## src/rtl/pgx_pkg.sv

```systemverilog
package pgx_pkg;

    localparam int LOC_W = 16;
    localparam int PG_W  = 8;
    localparam int GLB_W = 23;
    localparam int NPAGE = 3;

    typedef enum logic [2:0] {
        WIN_PROG  = 3'd0,
        WIN_RAM   = 3'd1,
        WIN_EEP   = 3'd2,
        WIN_FIXED = 3'd3,
        WIN_OTHER = 3'd4
    } win_e;

    typedef enum logic [1:0] {
        SEL_PROG = 2'd0,
        SEL_RAM  = 2'd1,
        SEL_EEP  = 2'd2,
        SEL_CTL  = 2'd3
    } sel_e;

    // Upper bits (above the 16 KB offset) of the fixed global targets.
    localparam logic [8:0] TOP_FIXED_HI  = 9'h1FF;  // 0x7F_C000
    localparam logic [8:0] MID_FIXED_LO  = 9'h1FD;  // 0x7F_4000
    localparam logic [8:0] MID_FIXED_ALT = 9'h051;  // 0x14_4000
    localparam logic [6:0] PASS_PREFIX   = 7'h7F;   // 0x7F_0000
    localparam logic [4:0] EEP_PREFIX    = 5'b00100; // 0x10_0000
    localparam logic [2:0] RAM_PREFIX    = 3'b000;

endpackage

```

## src/rtl/pgx_page_bank.sv

```systemverilog
module pgx_page_bank
    import pgx_pkg::*;
#(
    parameter int                    PW      = PG_W,
    parameter int                    NP      = NPAGE,
    parameter logic [NPAGE*PG_W-1:0] RST_VAL = {8'hFE, 8'hFD, 8'hFE}
) (
    input  logic             clk,
    input  logic             rst_n,
    input  logic             reg_wr,
    input  logic [1:0]       reg_sel,
    input  logic [PW-1:0]    reg_wdata,
    input  logic             ld_en,
    input  logic [PW-1:0]    ld_page,
    output logic [NP*PW-1:0] pages,
    output logic             hi_map,
    output logic [PW-1:0]    reg_rdata
);

    localparam int TOTAL_W = NP * PW;

    logic [TOTAL_W-1:0] pg_q;

    // One register per page; index 0 is the program page and also takes the load port.
    genvar gi;
    generate
        for (gi = 0; gi < NP; gi++) begin : g_page
            logic          bus_hit;
            logic [PW-1:0] nxt;
            logic          upd;

            assign bus_hit = reg_wr && (reg_sel == 2'(gi));

            if (gi == 0) begin : g_prog
                always_comb begin
                    upd = ld_en || bus_hit;
                    nxt = ld_en ? ld_page : reg_wdata;
                end
            end else begin : g_plain
                always_comb begin
                    upd = bus_hit;
                    nxt = reg_wdata;
                end
            end

            always_ff @(posedge clk or negedge rst_n) begin
                if (!rst_n) begin
                    pg_q[gi*PW +: PW] <= RST_VAL[gi*PW +: PW];
                end else if (upd) begin
                    pg_q[gi*PW +: PW] <= nxt;
                end
            end
        end
    endgenerate

    // Map-select control bit.
    logic hi_map_q;

    always_ff @(posedge clk or negedge rst_n) begin
        if (!rst_n) begin
            hi_map_q <= 1'b0;
        end else if (reg_wr && reg_sel == SEL_CTL) begin
            hi_map_q <= reg_wdata[0];
        end
    end

    always_comb begin
        unique case (sel_e'(reg_sel))
            SEL_PROG: reg_rdata = pg_q[0*PW +: PW];
            SEL_RAM:  reg_rdata = pg_q[1*PW +: PW];
            SEL_EEP:  reg_rdata = pg_q[2*PW +: PW];
            SEL_CTL:  reg_rdata = {{(PW-1){1'b0}}, hi_map_q};
            default:  reg_rdata = '0;
        endcase
    end

    assign pages  = pg_q;
    assign hi_map = hi_map_q;

endmodule

```

## src/rtl/pgx_win_decode.sv

```systemverilog
module pgx_win_decode
    import pgx_pkg::*;
#(
    parameter int LW = LOC_W
) (
    input  logic [LW-1:0] loc,
    output win_e          win
);

    localparam int TOP = LW - 1;

    // Windows are disjoint; the six upper address bits resolve every one of them.
    always_comb begin
        unique casez (loc[TOP -: 6])
            6'b11????: win = WIN_FIXED;
            6'b10????: win = WIN_PROG;
            6'b01????: win = WIN_FIXED;
            6'b0001??: win = WIN_RAM;
            6'b000010: win = WIN_EEP;
            default:   win = WIN_OTHER;
        endcase
    end

endmodule

```

## src/rtl/pgx_addr_compose.sv

```systemverilog
module pgx_addr_compose
    import pgx_pkg::*;
#(
    parameter int LW = LOC_W,
    parameter int PW = PG_W,
    parameter int GW = GLB_W
) (
    input  win_e             win,
    input  logic [LW-1:0]    loc,
    input  logic [3*PW-1:0]  pages,
    input  logic             hi_map,
    output logic [GW-1:0]    glb
);

    logic [PW-1:0] prog_pg;
    logic [PW-1:0] ram_pg;
    logic [PW-1:0] eep_pg;
    logic [8:0]    fixed_hi;

    assign prog_pg = pages[0*PW +: PW];
    assign ram_pg  = pages[1*PW +: PW];
    assign eep_pg  = pages[2*PW +: PW];

    // Upper-half unpaged block is fixed; the lower one follows the map-select bit.
    always_comb begin
        if (loc[LW-1])       fixed_hi = TOP_FIXED_HI;
        else if (hi_map)     fixed_hi = MID_FIXED_ALT;
        else                 fixed_hi = MID_FIXED_LO;
    end

    always_comb begin
        unique case (win)
            WIN_PROG:  glb = {1'b1, prog_pg, loc[13:0]};
            WIN_RAM:   glb = {RAM_PREFIX, ram_pg, loc[11:0]};
            WIN_EEP:   glb = {EEP_PREFIX, eep_pg, loc[9:0]};
            WIN_FIXED: glb = {fixed_hi, loc[13:0]};
            WIN_OTHER: glb = {PASS_PREFIX, loc};
            default:   glb = {PASS_PREFIX, loc};
        endcase
    end

endmodule

```

## src/rtl/pgx_translator.sv

```systemverilog
module pgx_translator
    import pgx_pkg::*;
(
    input  logic               clk,
    input  logic               rst_n,
    input  logic               reg_wr,
    input  logic [1:0]         reg_sel,
    input  logic [PG_W-1:0]    reg_wdata,
    output logic [PG_W-1:0]    reg_rdata,
    input  logic               ld_en,
    input  logic [PG_W-1:0]    ld_page,
    input  logic [LOC_W-1:0]   loc_addr,
    output logic [GLB_W-1:0]   glb_addr,
    output logic [2:0]         region
);

    logic [NPAGE*PG_W-1:0] pages;
    logic                  hi_map;
    win_e                  win;

    pgx_page_bank #(
        .PW      (PG_W),
        .NP      (NPAGE),
        .RST_VAL ({8'hFE, 8'hFD, 8'hFE})
    ) u_bank (
        .clk       (clk),
        .rst_n     (rst_n),
        .reg_wr    (reg_wr),
        .reg_sel   (reg_sel),
        .reg_wdata (reg_wdata),
        .ld_en     (ld_en),
        .ld_page   (ld_page),
        .pages     (pages),
        .hi_map    (hi_map),
        .reg_rdata (reg_rdata)
    );

    pgx_win_decode #(
        .LW (LOC_W)
    ) u_dec (
        .loc (loc_addr),
        .win (win)
    );

    pgx_addr_compose #(
        .LW (LOC_W),
        .PW (PG_W),
        .GW (GLB_W)
    ) u_cmp (
        .win    (win),
        .loc    (loc_addr),
        .pages  (pages),
        .hi_map (hi_map),
        .glb    (glb_addr)
    );

    assign region = win;

endmodule

```

## config.mk

```make
export PLATFORM = sky130hd
export DESIGN_NAME = pgx_translator
export DESIGN_NICKNAME = d
export VERILOG_FILES = /design/src/rtl/pgx_pkg.sv /design/src/rtl/pgx_page_bank.sv /design/src/rtl/pgx_win_decode.sv /design/src/rtl/pgx_addr_compose.sv /design/src/rtl/pgx_translator.sv
export SDC_FILE = /design/constraint.sdc
export NUM_CORES = 1
export LEC_CHECK = 0
export ABC_AREA = 1
export BUFFER_PORTS_ARGS = -buffer_cell sky130_fd_sc_hd__buf_4
export CAP_MARGIN = 5
export CORE_UTILIZATION = 45
export CTS_CLUSTER_DIAMETER = 30
export CTS_CLUSTER_SIZE = 14
export DETAILED_ROUTE_END_ITERATION = 10
export HOLD_SLACK_MARGIN = 0.06
export PLACE_DENSITY_LB_ADDON = 0.3
export SYNTH_ARGS = -nofsm -noshare
export SYNTH_HDL_FRONTEND = slang
export SYNTH_SLANG_ARGS = --single-unit
```

## constraint.sdc

```tcl
create_clock -name clk -period 1.3 [get_ports clk]
set_clock_uncertainty 0.05 [all_clocks]
set_input_delay 0.26 -clock clk [delete_from_list [all_inputs] [get_ports clk]]
set_output_delay 0.26 -clock clk [all_outputs]
set_load 0.02 [all_outputs]
```

==> qor.csv <==
stage,metric,value,unit
status,outcome,"complete, but fails checks",
status,violations,setup timing,
hold_path,hold_path_class,input pin to flop,
route,route.detailed.wl_per_inst,13.7,um
worst_setup_path,crit_path_cell_trace,"inv_2, o211ai_1, buf_4",
floorplanning,die_width,64.1,um
clock_network,clockBufferDepth,2,
clock_network,worst_setup_hold_path_clk_slew,0.09,ns
logic_synthesis,ys_warn_count,0,
global_route,grt.total_usage,23.2,%
route,dr.first_iter.drc_count,96,
placed_design,number_of_buffer_cells_added_on_primary_ports,51,
logic_synthesis,synthesis.nets,258,
clock_network,cts_root_buf,clkbuf_8,
timing,sum_of_negative_setup_slack,-3.88,ns
clock_network,cts_max_level,1,
power,fin_total_pwr,2390,uW
run,max_cap_violations,0,
clock_network,cts_num_sinks,25,
cells_and_area,area_growth_syn_to_layout,43.5,%
logic_synthesis,synth_top_area_share,31.8,%
clock_network,worst_skew_pair.late_latency,0.27,ns
timing,hold_viol,0,
global_route,grt_overflow_total,0,
timing,postLayoutSetupSlackWorst,-0.230,ns
cells_and_area,post_route_cells_drive_above_1_share,56.1,%
floorplanning,dieHeight,64.1,um
global_route,number_of_antenna_violations_at_the_first_check_in_global_routing,0,
worst_setup_path,critPathKind,flop to primary output,
logic_synthesis,syn-cell-area,0.00174,mm2
placed_design,place.detailed.hpwl,3640,um
worst_setup_path,crit_required,0.99,ns
global_route,grt_pass1_wl,7200,um
route,drt.antenna.violating_nets,0,
timing,fin_worst_hold_slack,0.148,ns
timing,final_max_slew_viol_count,0,
clock_network,cts_tree,built,
floorplanning,start_util,47.0,%
route,drc,0,
clock_network,tritoncts.num_buffers,3,
cells_and_area,nets,328,
timing,tightest_slew,0.319,ns
floorplanning,core_area,0.00369,mm2
placed_design,numPlacedInstances,325,
worst_setup_path,cpPeakStageDelay,0.55,ns
power,cellPowerDensity,958,mW/mm2
floorplanning,rows,22,
worst_setup_path,endpoint_kind,primary output,
cells_and_area,final_util,67.5,%
cells_and_area,antenna_cells,0,
power,worst_ir_drop_vdd,712,uV
worst_setup_path,worst-endpoint-arrival,1.22,ns
global_route,vias_in_the_first_global_route,1528,
floorplanning,die_area,0.00411,mm2
worst_setup_path,cpMaxStageDelayCell,dfstp_2,
logic_synthesis,seq_area_frac_synth,37.6,%
route,drt-total-wl,4620,um
timing,max_slew_headroom,78.7,%
logic_synthesis,synthTopCellsByArea,"dfstp_2 (32%), nand2_1 (15%), o21ai_2 (8.1%)",
logic_synthesis,synth_cell_types,32,
timing,setup-violations-final,24,
cells_and_area,fill_cells,313,
timing,min_period_over_period,118,%
timing,rsz0062_at_grt,yes,
logic_synthesis,synth_largest_area_cell,dfstp_2,
floorplanning,io_pins,72,
global_route,grt_max_degree,26,
route,route.detailed.vias_per_inst,5.01,
route,num_vias,1688,
timing,period_minus_slack,1.53,ns
placed_design,gp_routability_congestion,0.865,
route,dr.pass1.iters,4,
logic_synthesis,postSynthAreaPerCell,7.89,um2
logic_synthesis,postSynthRegisterBits,25,
logic_synthesis,postSynthCellCount,220,
worst_setup_path,critical_path_fanout_max,2,
worst_setup_path,critical_path.startpoint_type,flop,
cells_and_area,stdcell_count,337,
timing,fmax,653,MHz
power,cellLeakagePower,0.00120,uW
==> sequential cells by signal, indices dropped and copies added (netlist names) <==
signal         cells
u_bank.pages      24
u_bank.hi_map      1
==> cell usage after synthesis (all sizes together) <==
cell type	n
dfstp	21
bufinv	1
a31oi	1
nand3b	1
buf	12
a21boi	1
nor3	1
nor2	12
o21ai	26
a21oi	2
clkbuf	1
o2111ai	1
o221ai	1
nand4	7
nand3	20
o21bai	1
dfrtp	4
nand2	75
inv	27
o211ai	5
==> path summary, 6_finish.rpt <==
check / from / endpoint / slack, ns / cells after the start
setup / recovery: u_bank.pages[21] / reg_rdata[5] / -0.23 / 3
hold / removal: ld_page[5] / u_bank.pages[5] / 0.15 / 3
setup reg to reg: u_bank.pages[1] / u_bank.pages[1] / 0.34 / 3
hold reg to reg: u_bank.pages[16] / u_bank.pages[16] / 0.44 / 2
max in group asynchronous: rst_n / u_bank.pages[22] / 0.53 / 2
min in group asynchronous: rst_n / u_bank.pages[0] / 0.38 / 2
==> cells in the final DEF (no fill, tap or decap), drive strengths merged, types with 2 or more instances in the layout <==
master   n
nor2    12
o21ai   26
nand4    7
dfrtp    4
o211ai   5
nand3   20
inv     27
dfstp   21
clkbuf   3
buf     77
a21oi    2
nand2   75
==> area by class of cell <==
cell class / instances / area [um2] / share of cell area [%]
clock buffers: 3 / 41.3 / 1.66
clock inverters: 1 / 5.00 / 0.201
inverters: 28 / 124 / 4.97
multi-input cells: 154 / 953 / 38.3
flip-flops and latches: 25 / 652 / 26.2
well taps: 48 / 60.1 / 2.41
repair buffers: 78 / 656 / 26.3
==> per-layer routing <==
layer	track usage (%)	share of wire (%)	up-vias
met5	0	0	-
met4	7.50	2.0	0
met3	2.86	6.0	9
met2	38.8	49	62
met1	31.0	43	767
li1	-	-	850
==> per-stage QoR <==
stage	setup slack (ns)	cell area (um2)
6_report	-0.230	2490
4_1_cts	-0.234	2460
5_1_grt	-0.311	2490
2_1_floorplan	-0.00218	1750
3_5_place_dp	-0.212	2230
3_3_place_gp	-0.177	2230
==> logic make-up after synthesis <==
family                 Yosys count  share of synthesized area, %
AO/OA/AOI/OAI                   38                          16.8
buffers and inverters           41                          13.0
flip-flops                      25                          37.6
AND/OR/NAND/NOR                116                          32.7
==> critical path, delay by kind of cell (launching register included) <==
kind / cells / cell delay (ns)
buffers and inverters: 2 / 0.22
flip-flops: 1 / 0.55
AO/OA/AOI/OAI: 1 / 0.19
==> what timing repair did <==
action                                 CTS  global route
pin swaps                               27            10
endpoints found under the hold margin    4             0
gates resized for setup                 39             5
setup endpoints to repair               24            24
hold buffers                             1             0
buffers inserted                         6             1
==> power by group <==
group	total, uW	switching, uW	internal, uW
clock	460	245	215
combinational	853	447	406
sequential	1080	114	961
total	2390	806	1580
Note: power is estimated with default switching activity, not from simulation.
